File: src/rtl/mdio_pkg.sv
package mdio_pkg;
  typedef enum logic [3:0] {
    ST_IDLE, ST_PRE, ST_START, ST_OP, ST_PHY, ST_REG, ST_TA, ST_DATA, ST_DONE
  } mdio_state_e;

  localparam logic [1:0] SOF_BITS = 2'b01;
  localparam logic [1:0] OP_RD    = 2'b10;
  localparam logic [1:0] OP_WR    = 2'b01;
  localparam logic [1:0] TA_WR    = 2'b10;
  localparam logic [1:0] TA_RD    = 2'b11;
endpackage

File: src/rtl/mdio_clkgen.sv
module mdio_clkgen #(
  parameter int DIV_HALF = 20
) (
  input  logic clk,
  input  logic rst,
  output logic mdc,
  output logic tick_fall,
  output logic tick_rise
);
  localparam int CNT_W = (DIV_HALF > 2) ? $clog2(DIV_HALF) : 1;
  localparam logic [CNT_W-1:0] LAST = CNT_W'(DIV_HALF - 1);

  logic [CNT_W-1:0] cnt;
  logic             wrap;

  assign wrap      = (cnt == LAST);
  assign tick_fall = wrap & mdc;
  assign tick_rise = wrap & ~mdc;

  always_ff @(posedge clk) begin
    if (rst) begin
      cnt <= '0;
      mdc <= 1'b0;
    end else if (wrap) begin
      cnt <= '0;
      mdc <= ~mdc;
    end else begin
      cnt <= cnt + CNT_W'(1);
    end
  end
endmodule

File: src/rtl/mdio_frame_fsm.sv
module mdio_frame_fsm
  import mdio_pkg::*;
#(
  parameter int ADDR_W   = 5,
  parameter int DATA_W   = 16,
  parameter int PRE_BITS = 32
) (
  input  logic              clk,
  input  logic              rst,
  input  logic              tick_fall,
  input  logic              req_valid,
  input  logic              req_read,
  input  logic [ADDR_W-1:0] req_phy,
  input  logic [ADDR_W-1:0] req_reg,
  input  logic [DATA_W-1:0] req_wdata,
  output logic              req_ready,
  output logic              busy,
  output logic              done,
  output logic              in_rd_data,
  output logic              mdio_o,
  output logic              mdio_oe
);
  localparam int FRAME_BITS = PRE_BITS + 6 + 2 * ADDR_W + DATA_W;
  localparam int IDX_W      = $clog2(FRAME_BITS);
  localparam int B_START    = PRE_BITS;
  localparam int B_OP       = B_START + 2;
  localparam int B_PHY      = B_OP + 2;
  localparam int B_REG      = B_PHY + ADDR_W;
  localparam int B_TA       = B_REG + ADDR_W;
  localparam int B_DATA     = B_TA + 2;
  localparam logic [IDX_W-1:0] IDX_LAST = IDX_W'(FRAME_BITS - 1);

  mdio_state_e           state;
  logic [IDX_W-1:0]      idx;
  logic [IDX_W-1:0]      idx_nxt;
  logic [FRAME_BITS-1:0] sh;
  logic [FRAME_BITS-1:0] frame;
  logic                  is_rd;

  function automatic mdio_state_e phase_of(input logic [IDX_W-1:0] i);
    if (i < IDX_W'(B_START))     return ST_PRE;
    else if (i < IDX_W'(B_OP))   return ST_START;
    else if (i < IDX_W'(B_PHY))  return ST_OP;
    else if (i < IDX_W'(B_REG))  return ST_PHY;
    else if (i < IDX_W'(B_TA))   return ST_REG;
    else if (i < IDX_W'(B_DATA)) return ST_TA;
    else                         return ST_DATA;
  endfunction

  assign frame = {{PRE_BITS{1'b1}}, SOF_BITS,
                  req_read ? OP_RD : OP_WR,
                  req_phy, req_reg,
                  req_read ? TA_RD : TA_WR,
                  req_read ? {DATA_W{1'b1}} : req_wdata};

  assign idx_nxt    = idx + IDX_W'(1);
  assign req_ready  = (state == ST_IDLE) & tick_fall;
  assign busy       = (state != ST_IDLE) & (state != ST_DONE);
  assign done       = (state == ST_DONE);
  assign in_rd_data = is_rd & (state == ST_DATA);

  always_ff @(posedge clk) begin
    if (rst) begin
      state   <= ST_IDLE;
      idx     <= '0;
      sh      <= '1;
      is_rd   <= 1'b0;
      mdio_o  <= 1'b1;
      mdio_oe <= 1'b0;
    end else if (state == ST_DONE) begin
      state <= ST_IDLE;
    end else if (tick_fall) begin
      if (state == ST_IDLE) begin
        if (req_valid) begin
          state   <= ST_PRE;
          idx     <= '0;
          is_rd   <= req_read;
          mdio_o  <= frame[FRAME_BITS-1];
          sh      <= {frame[FRAME_BITS-2:0], 1'b1};
          mdio_oe <= 1'b1;
        end
      end else if (idx == IDX_LAST) begin
        state   <= ST_DONE;
        mdio_o  <= 1'b1;
        mdio_oe <= 1'b0;
      end else begin
        idx     <= idx_nxt;
        state   <= phase_of(idx_nxt);
        mdio_o  <= sh[FRAME_BITS-1];
        sh      <= {sh[FRAME_BITS-2:0], 1'b1};
        mdio_oe <= ~(is_rd & (idx_nxt >= IDX_W'(B_TA)));
      end
    end
  end
endmodule

File: src/rtl/mdio_rx_capture.sv
module mdio_rx_capture #(
  parameter int DATA_W = 16
) (
  input  logic              clk,
  input  logic              rst,
  input  logic              sample_en,
  input  logic              mdio_i,
  output logic [DATA_W-1:0] rd_data
);
  always_ff @(posedge clk) begin
    if (rst)            rd_data <= '0;
    else if (sample_en) rd_data <= {rd_data[DATA_W-2:0], mdio_i};
  end
endmodule

File: src/rtl/mdio_master.sv
module mdio_master #(
  parameter int DIV_HALF = 20,
  parameter int ADDR_W   = 5,
  parameter int DATA_W   = 16,
  parameter int PRE_BITS = 32
) (
  input  logic              clk,
  input  logic              rst,
  input  logic              req_valid,
  output logic              req_ready,
  input  logic              req_read,
  input  logic [ADDR_W-1:0] req_phy,
  input  logic [ADDR_W-1:0] req_reg,
  input  logic [DATA_W-1:0] req_wdata,
  output logic              busy,
  output logic              done,
  output logic [DATA_W-1:0] rd_data,
  output logic              mdc,
  output logic              mdio_o,
  output logic              mdio_oe,
  input  logic              mdio_i
);
  logic tick_fall;
  logic tick_rise;
  logic in_rd_data;

  mdio_clkgen #(.DIV_HALF(DIV_HALF)) i_clkgen (
    .clk       (clk),
    .rst       (rst),
    .mdc       (mdc),
    .tick_fall (tick_fall),
    .tick_rise (tick_rise)
  );

  mdio_frame_fsm #(.ADDR_W(ADDR_W), .DATA_W(DATA_W), .PRE_BITS(PRE_BITS)) i_fsm (
    .clk        (clk),
    .rst        (rst),
    .tick_fall  (tick_fall),
    .req_valid  (req_valid),
    .req_read   (req_read),
    .req_phy    (req_phy),
    .req_reg    (req_reg),
    .req_wdata  (req_wdata),
    .req_ready  (req_ready),
    .busy       (busy),
    .done       (done),
    .in_rd_data (in_rd_data),
    .mdio_o     (mdio_o),
    .mdio_oe    (mdio_oe)
  );

  mdio_rx_capture #(.DATA_W(DATA_W)) i_capture (
    .clk       (clk),
    .rst       (rst),
    .sample_en (tick_rise & in_rd_data),
    .mdio_i    (mdio_i),
    .rd_data   (rd_data)
  );
endmodule

File: config.mk
export PLATFORM = sky130hd
export DESIGN_NAME = mdio_master
export DESIGN_NICKNAME = d
export VERILOG_FILES = /design/src/rtl/mdio_pkg.sv /design/src/rtl/mdio_clkgen.sv /design/src/rtl/mdio_frame_fsm.sv /design/src/rtl/mdio_rx_capture.sv /design/src/rtl/mdio_master.sv
export SDC_FILE = /design/constraint.sdc
export NUM_CORES = 1
export LEC_CHECK = 0
export ABC_AREA = 1
export BUFFER_PORTS_ARGS = -buffer_cell sky130_fd_sc_hd__clkbuf_2
export CAP_MARGIN = 10
export CELL_PAD_IN_SITES_DETAIL_PLACEMENT = 1
export CELL_PAD_IN_SITES_GLOBAL_PLACEMENT = 1
export CORE_MARGIN = 5
export CORE_UTILIZATION = 40
export CTS_BUF_LIST = sky130_fd_sc_hd__clkbuf_16
export CTS_CLUSTER_DIAMETER = 30
export DETAILED_ROUTE_END_ITERATION = 16
export PLACE_DENSITY_LB_ADDON = 0.1
export SLEW_MARGIN = 20
export SYNTH_ARGS = -nofsm -noshare
export SYNTH_HDL_FRONTEND = slang
export SYNTH_HIERARCHICAL = 1
export SYNTH_SLANG_ARGS = --single-unit
File: constraint.sdc
create_clock -name clk -period 2.3 [get_ports clk]
set_clock_uncertainty 0.1 [all_clocks]
set_input_delay 0.23 -clock clk [delete_from_list [all_inputs] [get_ports clk]]
set_output_delay 0.23 -clock clk [all_outputs]
set_load 0.02 [all_outputs]
# Yosys cells after proc, flatten, opt, wreduce, memory -nomap -nowiden
# Cells that the tools add are included.
# word_totals
romBits	0
latchBits	0
memories	0
in_bits	31
elab_cells	66
output_inout_bits	22
reg_bits	99
mem_bits_rw	0
# op_classes
mux	23
n_eq_ne	7
n_lt_le_gt_ge	7
bitwise	10
n_reduce_logical	8
n_addsub	2
multipliers	0
n_shift	0
n_div	0
# op_table
op	n
$mux 64	3
$lt 6x6->1 const B	6
$mux 4	8
$mux 6	3
$mux 16	1
$reduce_and 4->1	2
$and 1x1->1	7
$mux 1	7
$add 6x1->6 const B	1
$eq 6x6->1 const B	1
$ge 6x6->1 const B	1
$add 5x1->5 const B	1
$eq 5x5->1 const B	1
$eq 4x3->1 const B	1
$eq 4x4->1 const B	1
$logic_not 4->1	1
$ne 4x4->1 const B	1
$reduce_bool 4->1	1
$reduce_or 2->1	2
$not 1->1	3
$reduce_and 3->1	1
$mux 2	1
$ne 2x1->1 const B	1
$ne 2x2->1 const B	1
$reduce_and 2->1	1

# Longest topological paths before layout
# depth
word_depth	10
mapped_depth	12
depth_no_buf	11

# Cells and area by module
# Netlist, hierarchy kept.
# by_module_without_submodules
mod	area_per_inst_um2	cells_per_inst	n_inst
mdio_frame_fsm	3380.7	431	1
mdio_rx_capture	670.6	101	1
mdio_clkgen	294.0	41	1
mdio_master	7.5	2	1

# Least setup slack after synthesis
# OpenSTA, ideal clock, no wires.
# synth_path
kind	flip-flop to flip-flop
startpoint	reg i_clkgen.cnt[0]
endpoint	reg i_fsm.is_rd
path_slack_ns	0.483
arrival_time_ns	1.585
required_time_ns	2.068
stages_incl_launch_ff	11
period_less_slack_ns	1.817
setup_time_ns	0.132
cell_sequence	dfxtp_1 > ha_1 > inv_1 > nor2_2 > nand3_1 > inv_1 > inv_1 > nor2_1 > nand2_1 > nand2_1 > a21oi_1
# synth_via
elab_chain_len	3
# synth_lines
element	line	source
from (decl)	mdio_clkgen.sv:13	logic [CNT_W-1:0] cnt;
from (signal assigned)	mdio_clkgen.sv:28	cnt <= cnt + CNT_W'(1);
$eq 5x5->1	mdio_clkgen.sv:16	assign wrap = (cnt == LAST);
$and 1x1->1	mdio_clkgen.sv:17	assign tick_fall = wrap & mdc;
named net tick_fall	mdio_master.sv:23	logic tick_fall;
$reduce_and 4->1 (no line)	n/a	
to (signal assigned)	mdio_frame_fsm.sv:77	is_rd <= req_read;
to (decl)	mdio_frame_fsm.sv:38	logic is_rd;
# The timed path passes the listed nets, and every way through them passes these cells.
# A chain may end at the register's enable or synchronous reset.

# Final worst setup path
# layout_path
startpoint	reg i_clkgen.cnt[0]
endpoint	out req_ready
# layout_via
elab_chain_len	3
# layout_lines
element	line	source
$eq 5x5->1	mdio_clkgen.sv:16	
$and 1x1->1	mdio_clkgen.sv:17	
named net tick_fall	mdio_master.sv:23	
$and 1x1->1	mdio_frame_fsm.sv:57	assign req_ready = (state == ST_IDLE) & tick_fall;
to (decl)	mdio_master.sv:10	output logic req_ready,
# The timed path passes the listed nets, and every way through them passes these cells.

==> summary.md <==
| Metric | Value |
|---|---|
| HP Class | `primary input to flop` |
| I/O Buffers | `52` |
| First-pass iteration count of the detailed router | `4` |
| CP arrival | `roughly 1.8 ns` |
| DRC Markers | `0` |
| NumNets Final | `roughly 640` |
| R2r endpoint | `i_fsm/sh[54]` |
| Final core utilization | `between 40% and 50%` |
| FF+latch area | `approximately 0.0020 sq mm` |
| Count leader, synth | `nand2_1` |
| ANT cells | `0` |
| Setup bufs post-CTS | `0` |
| Largest area contributor in the netlist | `dfxtp_1` |
| Clock Latency Late Sink | `roughly 0.34 ns` |
| Comb pwr share | `under 10%` |
| Post-synthesis sequential area ratio | `45.1%` |
| Largest cells by area after synthesis | `dfxtp_1 (45%), nand2_1 (11%), nand3_1 (6.9%), o21ai_0 (4.4%), nor2_1 (4.1%)` |
| Die Ht | `114 microns` |
| Antenna violations before repair | `0` |
| Synth top cells by count | `nand2_1 (128), dfxtp_1 (98), nand3_1 (60)` |
| Number of global-route vias before repair | `3,810` |
| CTS tree | `yes` |
| Total Power | `3.27 mW` |
| Cell breakdown of the critical path | `ha_2 > inv_1 > nor2_2 > nand3_1 > inv_2 > inv_1 > nor2_2 > clkbuf_2` |
| Worst Setup SP | `i_clkgen/cnt[0]` |
| Slew margin rel. | `between 50% and 60%` |
| Routed Antenna Nets | `0` |
| Syn-to-layout area delta | `14.0%` |
| Core Region | `around 0.011 sq mm` |
| # fillers | `about 1,400` |
| Largest net degree at the start of global routing | `about 60` |
| Maximum fanout along the worst path | `4` |
| Flop pwr share | `a little over half` |
| Worst slack, placed | `roughly 0.21 ns` |
| DR vias/cell | `around 5.1` |
| Fmax achieved | `0.464 GHz` |
| Endpoints failing setup | `0` |
| Critical Path End | `req_ready` |
| Hold Slack | `approximately 0.053 ns` |
| Int Pwr | `between 2 and 3 mW` |
| Cell count after synthesis | `~580` |
| Ys Warns | `6` |
| Final std cells w/o fill | `~760` |
| Reg-to-reg slack, setup | `~0.24 ns` |
| Area of the multi-input gates | `between 0.0015 and 0.002 sq mm` |
| Max Slew Vio Count | `0` |
| Psw | `approximately 0.71 mW` |
| CP Launch Type | `flop` |
| Sw Ratio | `between 20% and 30%` |
| Critical path type | `flop to output port` |
| DP Area | `0.00467 sq mm` |
| Status | `completed` |
| Post-Syn Area | `around 0.0044 sq mm` |
| Leakage | `between 2 and 2.5 nW` |
| HPWL Detailed | `slightly above 7 mm` |
| Main synth FF type | `dfxtp_1` |
| Power per Cell Area | `~660 mW/mm^2` |
| Die width | `114 microns` |
| Routed WL | `between 10 and 15 mm` |
| Die Area | `about 0.013 sq mm` |
| CP max-delay cell | `dfxtp_1` |
| GRT Util Overall | `17.2%` |
| Post-Place Cells | `739` |
| First-pass GRT wire length | `18.4 mm` |
| Vias | `between 3,000 and 4,000` |
| Fin crit share | `approximately 94%` |
| Initial Util | `40.5%` |
| Critical Path End Type | `output port` |
| Post-Syn Nets | `~610` |
| Final Hold Vio Count | `0` |
| Min Tclk post-route | `approximately 2.2 ns` |
| Clock share of power | `between 40 and 50%` |
| Row count | `38` |
| RSZ-0062 raised after global routing | `no` |
| Number of flops mapped to enable cells by yosys | `0` |
| Post-synth top area share | `a little under half` |
| Setup TNS | `0 ns` |
| R2R depth | `10` |
| Seq cells post-synth | `98` |
| Synth unique cells | `31` |
| GP Congestion | `~0.78` |
| Avg Cell Area, Syn | `around 7.6 sq um` |
| H-tree depth | `3` |
| Final Cell Area | `roughly 0.0050 sq mm` |
| Clock sinks | `between 90 and 100` |
| Clk buf depth | `2` |
| Max VDD drop | `about 0.28 mV` |
| Worst Tran Pin Value | `between 0.6 and 0.7 ns` |
| Fraction of layout cells with a size suffix above 1 | `22.0%` |
| CTS root buffer | `clkbuf_16` |
| Worst-path clk slew | `about 0.070 ns` |
| Routed WL per cell | `14.2 microns` |
| Launching point of the worst reg2reg path | `i_clkgen/cnt[0]` |
| Required @ worst endpoint | `between 1.5 and 2 ns` |
| Iteration-0 DRC Markers | `240` |
| Critical Path Max Stage Delay | `0.41 ns` |
| Maxcap violations | `0` |
| GRT Residual Overflow | `0` |
| Asr flop ratio synth | `0%` |
| CTS buffer count | `9` |
| Top Ports | `53` |
| Setup WS post-layout | `roughly 0.14 ns` |
[layout by cell type (no fill, tap or decap), types with 5 or more instances in the layout]
cell type  netlist  routed
nor2_2           6       7
nand2_1        128     128
nand4_1          5       5
nand2_2         21      21
o21ai_0         38      38
clkbuf_2         0      52
o221ai_1        15      15
buf_4            2       8
o211ai_1        10      10
nand3_2         10      10
a21oi_1         28      28
dfxtp_1         98      98
inv_1           43      44
nand3_1         60      60
nor2_1          48      47
or2_2           10      10
clkbuf_16        0       9
[sequential cells by signal (all words and copies together), names as in the netlist]
signal and cells:
i_fsm/mdio_oe 1, i_fsm/idx 6, i_capture/rd_data 16, i_fsm/is_rd 1, i_fsm/state 4, i_clkgen/mdc 1, i_clkgen/cnt 5, i_fsm/mdio_o 1
i_fsm/sh 63
[layout make-up]
class | instances | area share (%)
Tap cell | 140 | 3.53
Sequential cell | 98 | 39.5
Inverter | 47 | 3.61
Multi-Input combinational cell | 392 | 40.3
Clock inverter | 7 | 1.26
Timing Repair Buffer | 62 | 7.26
Clock buffer | 9 | 4.54
[worst min path at each step]
stage               cells after the start         endpoint     startpoint
CTS                                     3     i_fsm/sh[24]     req_phy[0]
global route                            3     i_fsm/sh[14]  req_wdata[13]
finish                                  3     i_fsm/sh[22]     req_reg[3]
floorplan                               3  i_clkgen/cnt[3]            rst
detailed placement                      2     i_fsm/sh[43]   i_fsm/sh[43]
global placement                        2     i_fsm/sh[30]   i_fsm/sh[30]
[layer usage]
metal / share of wire [%] / GRT usage [%]
met5: 0 / 0
met4: 1.2 / 5.46
met3: 2.2 / 2.59
met2: 49 / 29.2
met1: 47 / 22.4
[critical path: cells and delay by family, from the launching register on]
kind / cells / cell delay (ns)
buffers and inverters: 4 / 0.44
flip-flops: 1 / 0.41
AND/OR/NAND/NOR: 3 / 0.38
adder cells (fa/ha/maj): 1 / 0.25
[timing repair]
action / 4_1_cts / 5_1_grt
hold buffers: 0 / 0
gates resized for setup: 0 / 3
setup endpoints to repair: 0 / 5
[kinds of logic after synthesis]
logic type / after synthesis / synth area share, %
compound gates: 95 / 13.1
flops: 98 / 45.1
fa+ha+maj: 2 / 0.575
simple gates: 295 / 32.1
buf+inv: 85 / 9.14
[power groups by stage]
stage                     logic, mW  registers (mW)  clock network, mW
after floorplan              0.0513            1.74                  0
after global routing          0.108            1.71               1.60
final                        0.0955            1.71               1.47
after detailed placement     0.0951            1.74                  0
after global placement       0.0927            1.74                  0
after CTS                    0.0955            1.70               1.52
Power figures use the tool's default switching activity.
